### src/rtl/sc_ctrl_pkg.sv
package sc_ctrl_pkg;

  localparam int OPW  = 6;
  localparam int FNW  = 6;
  localparam int ALUW = 3;
  localparam int NCLS = 6;

  // class indices into the opcode table
  localparam int CLS_REG = 0;
  localparam int CLS_ORI = 1;
  localparam int CLS_LDW = 2;
  localparam int CLS_STW = 3;
  localparam int CLS_BEQ = 4;
  localparam int CLS_JMP = 5;

  localparam logic [OPW-1:0] OPC_REG = 6'b000000;
  localparam logic [OPW-1:0] OPC_ORI = 6'b001101;
  localparam logic [OPW-1:0] OPC_LDW = 6'b100011;
  localparam logic [OPW-1:0] OPC_STW = 6'b101011;
  localparam logic [OPW-1:0] OPC_BEQ = 6'b000100;
  localparam logic [OPW-1:0] OPC_JMP = 6'b000010;

  localparam logic [NCLS*OPW-1:0] OPC_TABLE =
    {OPC_JMP, OPC_BEQ, OPC_STW, OPC_LDW, OPC_ORI, OPC_REG};

  localparam logic [FNW-1:0] FN_ADD = 6'b100000;
  localparam logic [FNW-1:0] FN_SUB = 6'b100010;

  localparam logic [ALUW-1:0] ALU_IDLE = 3'b000;
  localparam logic [ALUW-1:0] ALU_ADD  = 3'b010;
  localparam logic [ALUW-1:0] ALU_SUB  = 3'b110;
  localparam logic [ALUW-1:0] ALU_OR   = 3'b001;

  // ALU request from the main stage; AK_FUNCT defers to the local stage
  typedef enum logic [2:0] {
    AK_NONE  = 3'd0,
    AK_FUNCT = 3'd1,
    AK_ADD   = 3'd2,
    AK_SUB   = 3'd3,
    AK_OR    = 3'd4
  } alu_kind_e;

  typedef struct packed {
    logic dst_rd;
    logic b_imm;
    logic wb_mem;
    logic reg_we;
    logic mem_we;
    logic br_eq;
    logic jmp;
    logic sext;
  } ctrl_t;

  localparam ctrl_t CTRL_ZERO = '0;

  function automatic logic [OPW-1:0] opc_at(input int k);
    return OPC_TABLE[k*OPW +: OPW];
  endfunction

  // bitwise-equality match: AND of per-bit XNORs
  function automatic logic code_match(input logic [OPW-1:0] a,
                                      input logic [OPW-1:0] b);
    return &(~(a ^ b));
  endfunction

  function automatic logic [ALUW-1:0] alu_code_of(input alu_kind_e k);
    case (k)
      AK_ADD:  return ALU_ADD;
      AK_SUB:  return ALU_SUB;
      AK_OR:   return ALU_OR;
      default: return ALU_IDLE;
    endcase
  endfunction

endpackage

### src/rtl/sc_op_match.sv
module sc_op_match #(
  parameter int W = 6,
  parameter logic [W-1:0] PAT = '0
) (
  input  logic [W-1:0] code_i,
  output logic         hit_o
);
  logic [W-1:0] bit_eq;

  for (genvar i = 0; i < W; i++) begin : g_bit
    assign bit_eq[i] = ~(code_i[i] ^ PAT[i]);
  end

  assign hit_o = &bit_eq;
endmodule

### src/rtl/sc_main_dec.sv
module sc_main_dec
  import sc_ctrl_pkg::*;
(
  input  logic [OPW-1:0]  op_i,
  output logic [NCLS-1:0] cls_hit_o,
  output ctrl_t           ctrl_o,
  output alu_kind_e       alu_kind_o
);
  for (genvar k = 0; k < NCLS; k++) begin : g_cls
    sc_op_match #(.W(OPW), .PAT(opc_at(k))) u_match (
      .code_i (op_i),
      .hit_o  (cls_hit_o[k])
    );
  end

  always_comb begin
    ctrl_o     = CTRL_ZERO;
    alu_kind_o = AK_NONE;
    unique case (1'b1)
      cls_hit_o[CLS_REG]: begin
        ctrl_o.dst_rd = 1'b1;
        ctrl_o.reg_we = 1'b1;
        alu_kind_o    = AK_FUNCT;
      end
      cls_hit_o[CLS_ORI]: begin
        ctrl_o.b_imm  = 1'b1;
        ctrl_o.reg_we = 1'b1;
        alu_kind_o    = AK_OR;
      end
      cls_hit_o[CLS_LDW]: begin
        ctrl_o.b_imm  = 1'b1;
        ctrl_o.wb_mem = 1'b1;
        ctrl_o.reg_we = 1'b1;
        ctrl_o.sext   = 1'b1;
        alu_kind_o    = AK_ADD;
      end
      cls_hit_o[CLS_STW]: begin
        ctrl_o.b_imm  = 1'b1;
        ctrl_o.mem_we = 1'b1;
        ctrl_o.sext   = 1'b1;
        alu_kind_o    = AK_ADD;
      end
      cls_hit_o[CLS_BEQ]: begin
        ctrl_o.br_eq  = 1'b1;
        alu_kind_o    = AK_SUB;
      end
      cls_hit_o[CLS_JMP]: begin
        ctrl_o.jmp    = 1'b1;
      end
      default: begin
        ctrl_o     = CTRL_ZERO;
        alu_kind_o = AK_NONE;
      end
    endcase
  end
endmodule

### src/rtl/sc_alu_dec.sv
module sc_alu_dec
  import sc_ctrl_pkg::*;
(
  input  alu_kind_e       kind_i,
  input  logic [FNW-1:0]  fn_i,
  output logic [ALUW-1:0] alu_op_o,
  output logic            fn_known_o
);
  logic is_add, is_sub;

  sc_op_match #(.W(FNW), .PAT(FN_ADD)) u_add (.code_i(fn_i), .hit_o(is_add));
  sc_op_match #(.W(FNW), .PAT(FN_SUB)) u_sub (.code_i(fn_i), .hit_o(is_sub));

  assign fn_known_o = is_add | is_sub;

  always_comb begin
    if (kind_i == AK_FUNCT) begin
      if (is_add)      alu_op_o = ALU_ADD;
      else if (is_sub) alu_op_o = ALU_SUB;
      else             alu_op_o = ALU_IDLE;
    end else begin
      alu_op_o = alu_code_of(kind_i);
    end
  end
endmodule

### src/rtl/sc_ctrl_decode.sv
module sc_ctrl_decode
  import sc_ctrl_pkg::*;
(
  input  logic [5:0] op_i,
  input  logic [5:0] fn_i,
  output logic       dst_rd_o,
  output logic       b_imm_o,
  output logic       wb_mem_o,
  output logic       reg_we_o,
  output logic       mem_we_o,
  output logic       br_eq_o,
  output logic       jmp_o,
  output logic       sext_o,
  output logic [2:0] alu_op_o
);
  logic [NCLS-1:0] cls_hit;
  ctrl_t           main_ctrl;
  ctrl_t           final_ctrl;
  alu_kind_e       alu_kind;
  logic [ALUW-1:0] alu_code;
  logic            fn_known;
  logic            reg_bad_fn;   // register format with unsupported function

  sc_main_dec u_main (
    .op_i       (op_i),
    .cls_hit_o  (cls_hit),
    .ctrl_o     (main_ctrl),
    .alu_kind_o (alu_kind)
  );

  sc_alu_dec u_alu (
    .kind_i     (alu_kind),
    .fn_i       (fn_i),
    .alu_op_o   (alu_code),
    .fn_known_o (fn_known)
  );

  assign reg_bad_fn = cls_hit[CLS_REG] & ~fn_known;
  assign final_ctrl = reg_bad_fn ? CTRL_ZERO : main_ctrl;

  assign dst_rd_o = final_ctrl.dst_rd;
  assign b_imm_o  = final_ctrl.b_imm;
  assign wb_mem_o = final_ctrl.wb_mem;
  assign reg_we_o = final_ctrl.reg_we;
  assign mem_we_o = final_ctrl.mem_we;
  assign br_eq_o  = final_ctrl.br_eq;
  assign jmp_o    = final_ctrl.jmp;
  assign sext_o   = final_ctrl.sext;
  assign alu_op_o = alu_code;
endmodule

### config.mk
export PLATFORM = sky130hd
export DESIGN_NAME = sc_ctrl_decode
export DESIGN_NICKNAME = d
export VERILOG_FILES = /design/src/rtl/sc_ctrl_pkg.sv /design/src/rtl/sc_op_match.sv /design/src/rtl/sc_main_dec.sv /design/src/rtl/sc_alu_dec.sv /design/src/rtl/sc_ctrl_decode.sv
export SDC_FILE = /design/constraint.sdc
export NUM_CORES = 1
export LEC_CHECK = 0
export BUFFER_PORTS_ARGS = -buffer_cell sky130_fd_sc_hd__buf_4
export CAP_MARGIN = 10
export CORE_AREA = 2 2 39 41
export DETAILED_ROUTE_END_ITERATION = 8
export DIE_AREA = 0 0 41 43
export SYNTH_ARGS = -nofsm -noshare
export SYNTH_HDL_FRONTEND = slang
export SYNTH_SLANG_ARGS = --single-unit
export TNS_END_PERCENT = 50
### constraint.sdc
create_clock -name vclk -period 1.6
set_input_delay 0.32 -clock vclk [all_inputs]
set_output_delay 0.32 -clock vclk [all_outputs]
set_load 0.02 [all_outputs]
==> summary.md <==
| Metric | Value |
|---|---|
| Critical Path Source Type | `input port` |
| Seq. cell area | `0 um2` |
| Yosys warning count | `0` |
| Area Growth Syn to Fin | `186%` |
| Tmin final | `1600 ps` |
| Chip height | `43 um` |
| Initial drt markers | `1` |
| Die area | `roughly 0.0018 mm2` |
| Adder-cell area share of the yosys netlist | `0%` |
| Area leader, netlist | `nor2_1` |
| Dpl cells | `66` |
| Slew Viols, Final | `0` |
| Antenna Cells | `0` |
| Initial antenna violation count | `0` |
| Clkbuf count | `0` |
| WL/cell | `between 8 and 9 um` |
| Failing checks | `negative setup slack` |
| # nets final | `65` |
| Top area cells in the synthesized netlist | `nor2_1 14%, inv_1 11%, nand4_1 9.2%` |
| Hold crit path type | `in -> out` |
| DRC Markers | `0` |
| Mapped Nets | `38` |
| FP Rows | `14` |
| Core area | `about 0.0014 mm2` |
| Xor-xnor portion of the synthesized cell area | `0%` |
| First-pass GRT wire length | `869 um` |
| RSZ-0062 raised after global routing | `yes` |
| Final GP Congestion | `~0.7` |
| Final Hold Viols | `0` |
| Flip-flop and latch count | `0` |
| Hold Path Origin | `op_i[3]` |
| Fill count | `around 160` |
| P_leak | `0.220 nW` |
| Post-synthesis compound-gate area fraction | `22.9%` |
| IO Port Bufs | `23` |
| Mapped Area | `136 um2` |
| Post-synth top cells | `5 x nor2_1, 4 x inv_1, 3 x nand2_1` |
| # IOs | `23` |
| Dpl ws | `-75.7 ps` |
| Cells after Synth | `26` |
| Status | `complete, but fails checks` |
| Yosys cell types | `14` |
| Share of cells above drive strength 1 | `between 60% and 70%` |
| Worst Hold Margin | `939 ps` |
| Multiplexer share of the synthesized area | `0%` |
| First-pass DRT Iterations | `2` |
| All-Layer GR Usage | `under 10%` |
| Via count | `roughly 280` |
| Final critical-path setup slack | `-0.221 ps` |
| Total wire length | `approximately 600 um` |
| Overall power | `roughly 64 uW` |
| Main combinational cell family by area after synthesis | `simple AND/OR/NAND/NOR gates` |
| Setup CP Type | `in -> out` |
| Drt via density | `between 4 and 5` |
| Pwr per Cell Area | `approximately 160 mW/mm2` |
| Most common cell in the synthesized netlist | `nor2_1` |
| Gr ovfl total | `0` |
| Final Instance Count excl. Fillers | `between 60 and 70` |
| Final core utilization | `about 28%` |
| WP data arrival | `about 1300 ps` |
| Post-Syn Area per Cell | `about 5.2 um2` |
| Worst rel slew slack | `between 80 and 90%` |
| CP max FO | `3` |
| Initial Util | `9.86%` |
| Simple-Gate Fraction of Synth Area | `around 62%` |
| DRT antenna net count | `0` |
| FMAX | `around 0.62 GHz` |
| CP Launch Point | `fn_i[0]` |
| Maxcap violations | `0` |
| Worst vdd ir | `about 35 uV` |
| Sequential-to-total area share from yosys stat | `0%` |
| Die Wd | `between 40 and 50 um` |
| Period utilization | `100%` |
| Largest net degree at the start of global routing | `7` |
| Slew @ Worst Pin | `about 230 ps` |
| Setup violators final | `1` |
| HPWL after detailed placement | `520 um` |
| # hold bufs at CTS | `0` |
| CP required | `1280 ps` |
| Vias in the first global route | `about 230` |
| CP endpoint kind | `output port` |
| Post-synth top area share | `between 10 and 15%` |
## path summary, 6_finish.rpt
check                         end  slack [ps]  depth (start not counted)
worst max-delay path  alu_op_o[1]        -0.2                          6
worst min-delay path     wb_mem_o         940                          3
## worst max-delay path: stages
cell and delay [ps]:
buf_6 90, nor4_4 250, buf_4 160, a21oi_2 50
o31ai_2 240, buf_4 180
## layout make-up
class	instances	area (um2)	share of cell area, %
inverter	4	15.0	3.85
multi-input combinational	21	145	37.2
tap	16	20.0	5.13
timing repair buffer	26	210	53.8
## what timing repair did
action	CTS	global route
gates resized for setup	3	5
buffers inserted	0	1
setup endpoints to repair	4	3
pin swaps	1	4
## layout by cell type (no fill, tap or decap)
master,instances
nand2_1,3
inv_1,4
nor4_4,1
a21oi_2,1
or3_4,1
nor3_1,2
nor4_1,1
o211ai_2,1
buf_4,22
nand4_1,2
nor3b_1,1
buf_6,4
nand2b_1,1
o31ai_2,1
nor2_1,5
a31oi_1,1
## cell families after synthesis
family / Yosys count
buf+inv: 5
compound gates: 4
simple gates: 17
## per-layer routing
layer | up-vias | GRT usage, % | wire [um]
met5 | - | 0 | 0
met4 | 0 | 0 | 0
met3 | 0 | 1.05 | 53
met2 | 10 | 13.4 | 330
met1 | 122 | 6.33 | 209
li1 | 143 | - | -
## where the power goes
group,switching [mW],leakage [nW],internal [mW],total [mW]
combinational,0.0286,0.220,0.0356,0.0641
clock,0,0,0,0
sequential,0,0,0,0
total,0.0286,0.220,0.0356,0.0641
## metrics by stage
stage | setup TNS (ps) | cell area (um2)
floorplan | -18.6 | 141
global placement | -99.8 | 344
detailed placement | -167 | 344
CTS | 0 | 359
global route | -98.0 | 390
finish | -0.221 | 390
(Power assumes the default switching activity.)
